[src/rtl/uwm_pkg.sv]
package uwm_pkg;

    typedef enum logic [1:0] {
        S_EMPTY = 2'd0,
        S_PART  = 2'd1,
        S_FULL  = 2'd2
    } fill_state_t;

    localparam int          ADDR_W   = 3;
    localparam int          TH_W     = 3;
    localparam int          TH_LSB   = 16;
    localparam int          IRQ_N    = 2;
    localparam int          IRQ_TX   = 0;
    localparam int          IRQ_RX   = 1;

    localparam logic [ADDR_W-1:0] W_TXCTL = 3'd2;
    localparam logic [ADDR_W-1:0] W_RXCTL = 3'd3;
    localparam logic [ADDR_W-1:0] W_IEN   = 3'd4;
    localparam logic [ADDR_W-1:0] W_IPEND = 3'd5;

endpackage

[src/rtl/uwm_fifo.sv]
module uwm_fifo
    import uwm_pkg::*;
#(
    parameter int DW    = 8,
    parameter int DEPTH = 8,
    parameter int CNT_W = $clog2(DEPTH + 1)
) (
    input  logic             clk,
    input  logic             rst_n,
    input  logic             push,
    input  logic [DW-1:0]    push_data,
    input  logic             pop,
    output logic [DW-1:0]    head,
    output logic             not_empty,
    output logic             not_full,
    output logic [CNT_W-1:0] count
);

    localparam int PTR_W = (DEPTH > 1) ? $clog2(DEPTH) : 1;
    localparam logic [PTR_W-1:0] PTR_LAST = PTR_W'(DEPTH - 1);
    localparam logic [CNT_W-1:0] CNT_FULL = CNT_W'(DEPTH);

    fill_state_t       state_q, state_d;
    logic [CNT_W-1:0]  count_q, count_d;
    logic [PTR_W-1:0]  wr_ptr_q, rd_ptr_q;
    logic [DW-1:0]     store [DEPTH];
    logic              take_in, give_out;

    assign take_in  = push && (state_q != S_FULL);
    assign give_out = pop  && (state_q != S_EMPTY);

    always_comb begin
        count_d = count_q;
        if (take_in && !give_out) begin
            count_d = count_q + 1'b1;
        end else if (give_out && !take_in) begin
            count_d = count_q - 1'b1;
        end
    end

    // Fill-level state register
    always_ff @(posedge clk or negedge rst_n) begin
        if (!rst_n) begin
            state_q <= S_EMPTY;
        end else begin
            state_q <= state_d;
        end
    end

    // Next fill level
    always_comb begin
        state_d = state_q;
        unique case (state_q)
            S_EMPTY: if (take_in)                       state_d = S_PART;  // FILL_FIRST
            S_PART: begin
                if (count_d == CNT_FULL)                state_d = S_FULL;  // FILL_LAST
                else if (count_d == '0)                 state_d = S_EMPTY; // DRAIN_LAST
            end
            S_FULL:  if (give_out)                      state_d = S_PART;  // DRAIN_FIRST
            default:                                    state_d = S_EMPTY;
        endcase
    end

    always_ff @(posedge clk or negedge rst_n) begin
        if (!rst_n) begin
            count_q  <= '0;
            wr_ptr_q <= '0;
            rd_ptr_q <= '0;
        end else begin
            count_q <= count_d;
            if (take_in) begin
                wr_ptr_q <= (wr_ptr_q == PTR_LAST) ? '0 : wr_ptr_q + 1'b1;
            end
            if (give_out) begin
                rd_ptr_q <= (rd_ptr_q == PTR_LAST) ? '0 : rd_ptr_q + 1'b1;
            end
        end
    end

    always_ff @(posedge clk) begin
        if (take_in) begin
            store[wr_ptr_q] <= push_data;
        end
    end

    // Outputs from the state register
    always_comb begin
        head      = store[rd_ptr_q];
        not_empty = (state_q != S_EMPTY);
        not_full  = (state_q != S_FULL);
        count     = count_q;
    end

endmodule

[src/rtl/uwm_regs.sv]
module uwm_regs
    import uwm_pkg::*;
(
    input  logic              clk,
    input  logic              rst_n,
    input  logic              wr,
    input  logic [ADDR_W-1:0] addr,
    input  logic [31:0]       wdata,
    input  logic [IRQ_N-1:0]  pend,
    output logic [31:0]       rdata,
    output logic [TH_W-1:0]   tx_th,
    output logic [TH_W-1:0]   rx_th,
    output logic              rx_en,
    output logic [IRQ_N-1:0]  ien
);

    logic unused_wdata_bits;
    assign unused_wdata_bits = ^{wdata[31:TH_LSB+TH_W], wdata[TH_LSB-1:IRQ_N]};

    always_ff @(posedge clk or negedge rst_n) begin
        if (!rst_n) begin
            tx_th <= '0;
            rx_th <= '0;
            rx_en <= 1'b0;
            ien   <= '0;
        end else if (wr) begin
            unique case (addr)
                W_TXCTL: tx_th <= wdata[TH_LSB +: TH_W];
                W_RXCTL: begin
                    rx_th <= wdata[TH_LSB +: TH_W];
                    rx_en <= wdata[0];
                end
                W_IEN:   ien   <= wdata[IRQ_N-1:0];
                default: ;
            endcase
        end
    end

    always_comb begin
        rdata = '0;
        unique case (addr)
            W_TXCTL: rdata[TH_LSB +: TH_W] = tx_th;
            W_RXCTL: begin
                rdata[TH_LSB +: TH_W] = rx_th;
                rdata[0]              = rx_en;
            end
            W_IEN:   rdata[IRQ_N-1:0] = ien;
            W_IPEND: rdata[IRQ_N-1:0] = pend;
            default: rdata = '0;
        endcase
    end

endmodule

[src/rtl/uwm_irq.sv]
module uwm_irq
    import uwm_pkg::*;
#(
    parameter int CNT_W = 4
) (
    input  logic [CNT_W-1:0] tx_count,
    input  logic [CNT_W-1:0] rx_count,
    input  logic [TH_W-1:0]  tx_th,
    input  logic [TH_W-1:0]  rx_th,
    input  logic [IRQ_N-1:0] ien,
    output logic [IRQ_N-1:0] pend,
    output logic             irq
);

    always_comb begin
        pend         = '0;
        pend[IRQ_TX] = (tx_count < CNT_W'(tx_th));
        pend[IRQ_RX] = (rx_count > CNT_W'(rx_th));
        irq          = |(pend & ien);
    end

endmodule

[src/rtl/uart_wm_ctrl.sv]
module uart_wm_ctrl
    import uwm_pkg::*;
#(
    parameter int DW    = 8,
    parameter int DEPTH = 8
) (
    input  logic              clk,
    input  logic              rst_n,
    input  logic              reg_wr,
    input  logic [2:0]        reg_addr,
    input  logic [31:0]       reg_wdata,
    output logic [31:0]       reg_rdata,
    input  logic              tx_push,
    input  logic [DW-1:0]     tx_wdata,
    output logic              tx_space,
    input  logic              tx_pop,
    output logic [DW-1:0]     tx_head,
    output logic              tx_avail,
    input  logic              rx_char_valid,
    input  logic [DW-1:0]     rx_char,
    input  logic              rx_pop,
    output logic [DW-1:0]     rx_head,
    output logic              rx_avail,
    output logic              irq
);

    localparam int CNT_W = $clog2(DEPTH + 1);

    logic [CNT_W-1:0] tx_count, rx_count;
    logic [TH_W-1:0]  tx_th, rx_th;
    logic             rx_en;
    logic [IRQ_N-1:0] ien, pend;
    logic             rx_accept;
    logic             rx_space_unused;

    assign rx_accept = rx_char_valid && rx_en;

    uwm_regs u_regs (
        .clk   (clk),
        .rst_n (rst_n),
        .wr    (reg_wr),
        .addr  (reg_addr),
        .wdata (reg_wdata),
        .pend  (pend),
        .rdata (reg_rdata),
        .tx_th (tx_th),
        .rx_th (rx_th),
        .rx_en (rx_en),
        .ien   (ien)
    );

    uwm_fifo #(.DW(DW), .DEPTH(DEPTH), .CNT_W(CNT_W)) u_txq (
        .clk       (clk),
        .rst_n     (rst_n),
        .push      (tx_push),
        .push_data (tx_wdata),
        .pop       (tx_pop),
        .head      (tx_head),
        .not_empty (tx_avail),
        .not_full  (tx_space),
        .count     (tx_count)
    );

    uwm_fifo #(.DW(DW), .DEPTH(DEPTH), .CNT_W(CNT_W)) u_rxq (
        .clk       (clk),
        .rst_n     (rst_n),
        .push      (rx_accept),
        .push_data (rx_char),
        .pop       (rx_pop),
        .head      (rx_head),
        .not_empty (rx_avail),
        .not_full  (rx_space_unused),
        .count     (rx_count)
    );

    uwm_irq #(.CNT_W(CNT_W)) u_irq (
        .tx_count (tx_count),
        .rx_count (rx_count),
        .tx_th    (tx_th),
        .rx_th    (rx_th),
        .ien      (ien),
        .pend     (pend),
        .irq      (irq)
    );

endmodule

[config.mk]
export PLATFORM = sky130hd
export DESIGN_NAME = uart_wm_ctrl
export DESIGN_NICKNAME = d
export VERILOG_FILES = /design/src/rtl/uwm_pkg.sv /design/src/rtl/uwm_fifo.sv /design/src/rtl/uwm_regs.sv /design/src/rtl/uwm_irq.sv /design/src/rtl/uart_wm_ctrl.sv
export SDC_FILE = /design/constraint.sdc
export NUM_CORES = 1
export LEC_CHECK = 0
export CORE_ASPECT_RATIO = 1.25
export CORE_MARGIN = 4
export CORE_UTILIZATION = 68
export DETAILED_ROUTE_END_ITERATION = 12
export DONT_BUFFER_PORTS = 1
export PLACE_DENSITY = 0.88
export RECOVER_POWER = 50
export SLEW_MARGIN = 0
export SYNTH_ARGS = -nofsm -noshare
export SYNTH_HDL_FRONTEND = slang
export SYNTH_SLANG_ARGS = --single-unit
[constraint.sdc]
create_clock -name clk -period 3.92 [get_ports clk]
set_input_delay 0.588 -clock clk [delete_from_list [all_inputs] [get_ports clk]]
set_output_delay 0.588 -clock clk [all_outputs]
set_load 0.02 [all_outputs]
==> impl_metrics.yaml <==
outcome:
  status: "complete, but fails checks"
  violations: "max-capacitance violations, max-slew violations"
floorplanning:
  fp.coreArea_mm2: 0.0102
  ios: 110
  die_height_um: 122
  die_area_mm2: 0.0122
  fp-row-count: 41
  initial_core_util_pct: 69.9
  die_x_um: 99.4
clocking:
  postCtsSetupBuffers: 0
  cts_max_level: 4
  cts_buffers: 17
  cts_root_buf: "clkbuf_16"
  postCtsHoldBufs: 2
  clock_latency_ns: 0.43
  cts_tree: "yes"
  path_clk_slew_ns: 0.07
  clockBufferDepth: 2
  cts_sinks: 161
  cts_resized: 0
synthesis:
  synth-seq-cells: 161
  synth.top_cell.area_share_pct: 54.1
  synthAdderAreaFrac_pct: 2.99
  ys_top_cells_by_area: "edfxtp_1 (54%), dfrtp_1 (12%), mux4_2 (10%)"
  synth_edf_count: 128
  synth_area_mm2: 0.00710
  synth.distinct_cells: 48
  netlist_instances: 438
  synth_top_family_by_area: "multiplexers"
  ys_warn_count: 0
  synthArstFlopShare_pct: 20.5
  synthSimpleGateAreaFrac_pct: 6.04
  synthXorXnorAreaFrac_pct: 0.951
  synth_flop_cell: "edfxtp_1"
  ys_seq_area_share_pct: 65.7
  synth_area_per_cell_um2: 16.2
  synth-compound-area-share_pct: 4.63
  synth_top_cell_by_area: "edfxtp_1"
  synth.area.mux_share_pct: 14.8
timing:
  tightest_slew_ns: 1.81
  relSlewSlack_pct: -20.7
  setup_viol: 0
  finalHoldViolCount: 0
  slew_violations: 34
  rsz0062_at_grt: "false"
  fmax_mhz: 345
  finClkSkew_ns: 0.0103
  final.setup.tns_ns: 0
  fin_crit_sh_pct: 73.9
  period_minus_slack_ns: 2.90
grt:
  grtUsageTotal_pct: 23.1
  grt_pass1_wl_um: 20600
  grt_pass1_vias: 3848
  grt_max_degree: 34
  grt_overflow_total: 0
  grt_antenna_before_repair: 0
critical_path:
  path_common_cell: "inv_1"
  cp.arrival_ns: 2.31
  crit_slowest_cell: "a211oi_1"
  cpPeakStageDelay_ns: 0.65
  worstReg2RegEnd: "u_rxq.store[2][5]"
  startpoint_type: "register"
  worst_ep_required_time_ns: 3.33
  path_class: "register to primary output"
  reg2reg_depth: 4
  ff2ff_setup_slack_ns: 1.68
  cp-end-kind: "primary output"
  cp_cell_sequence: "inv_1, ha_1, inv_1, a21o_1, a21oi_1, a31oi_1, nor2_1, a211oi_1"
  r2r_start: "u_rxq.state_q[0]"
  crit_fanout: 7
detailed_routing:
  num_vias: 3683
  viasPerCell: 6.19
  drc: 0
  drt-total-wl_um: 13100
  detail_route.wl_per_cell_um: 21.9
  dr.pass1.iters: 5
  drtIter0Drc: 207
  antenna_left: 0
layout:
  diodes: 0
  layout.nets: 528
  syn2layout_area_growth_pct: 9.60
  final_cell_mix: "edfxtp_1 (128), dfrtp_1 (33), mux4_2 (32)"
  design_area_mm2: 0.00778
  nFillCells: 559
  drive_gt1_share_pct: 24.5
  layout_commonest_cell: "edfxtp_1"
placement:
  place_area_mm2: 0.00717
  portBuffers: 0
  gp_congestion: 0.805
  dp_hpwl_um: 8590
power:
  power_leakage_nw: 2.82
  ir_drop_mv: 0.432
  power_w: 0.00583
  cellPowerDensity_mw_per_mm2: 749
run:
  cap_violations: 1
worst_hold_path:
  holdPathEnd: "u_txq.store[0][7]"
  hold_path_depth: 0
  min-delay-start: "tx_wdata[7]"
  hold_path.class: "input pin to register"
## Yosys cell counts (all sizes together) (4+ instances only)
cell and count:
a21oi 7, ha 17, mux2i 4, mux2 26
a21o 6, mux4 32, xnor2 5, buf 40
nand3 4, a211oi 4, nand2b 12, nor3 15
inv 15, nand2 21, nor4 4, dfrtp 33
nor2 20, edfxtp 128, o21ai 16
## state kept, by name, summed over array words and instances (netlist names), 3 cells and up
signal / flops
u_regs.tx_th: 3
u_txq.store: 64
u_regs.rx_th: 3
u_rxq.wr_ptr_q: 3
u_rxq.count: 4
u_rxq.store: 64
u_txq.wr_ptr_q: 3
u_txq.rd_ptr_q: 3
u_txq.count: 4
u_rxq.rd_ptr_q: 3
## worst max-delay path by stage
stage                               from      endpoint  slack (ns)
after floorplan           u_rxq.count[0]  reg_rdata[1]        1.66
after global placement    u_rxq.count[0]  reg_rdata[1]        1.50
after detailed placement  u_rxq.count[0]  reg_rdata[1]        1.47
after CTS                 u_rxq.count[0]  reg_rdata[1]        1.00
after global routing      u_rxq.count[0]  reg_rdata[1]        0.92
final                     u_rxq.count[0]  reg_rdata[1]        1.02
## per-layer routing
metal	vias to the layer above	GRT usage [%]	part of all wire, %
li1	1668	-	-
met1	1887	26.1	37
met2	103	40.8	56
met3	25	7.45	5.7
met4	0	9.22	2.1
met5	-	0	0
## final cells by class
class | instances | area [µm²] | area share [%]
clock inverters | 15 | 184 | 2.36
flip-flops and latches | 161 | 4670 | 60.0
multi-input cells | 245 | 2190 | 28.2
well taps | 129 | 161 | 2.07
inverters | 15 | 56.3 | 0.723
clock buffers | 17 | 425 | 5.46
repair buffers | 13 | 96.3 | 1.24
## kinds of logic after synthesis
group           Yosys count
compound gates           48
xor+xnor                  6
fa+ha+maj                17
buf+inv                  58
flops                   161
mux                      62
other cells               1
simple gates             85
## metrics by stage
stage                     hold WS (ns)  util (%)  std cells  setup WS (ns)
after global placement           0.293      70.6        561           1.50
after CTS                        0.235      76.9        595           1.00
after global routing             0.228      76.6        595          0.920
after floorplan                  0.292         -        464           1.66
final                            0.252      76.6        595           1.02
after detailed placement         0.293      70.6        561           1.47
## critical path: cells and delay by family, from the launching register on
family	cells	cell delay (ns)
buf+inv	2	0.16
fa+ha+maj	1	0.21
flops	1	0.48
simple gates	1	0.08
compound gates	4	0.96
## where the power goes
part	switching, W	leakage [nW]	internal, W
logic	0.000915	0.970	0.000794
registers	0.000341	1.56	0.00215
clock network	0.000769	0.291	0.000866
Power figures use the tool's default switching activity.
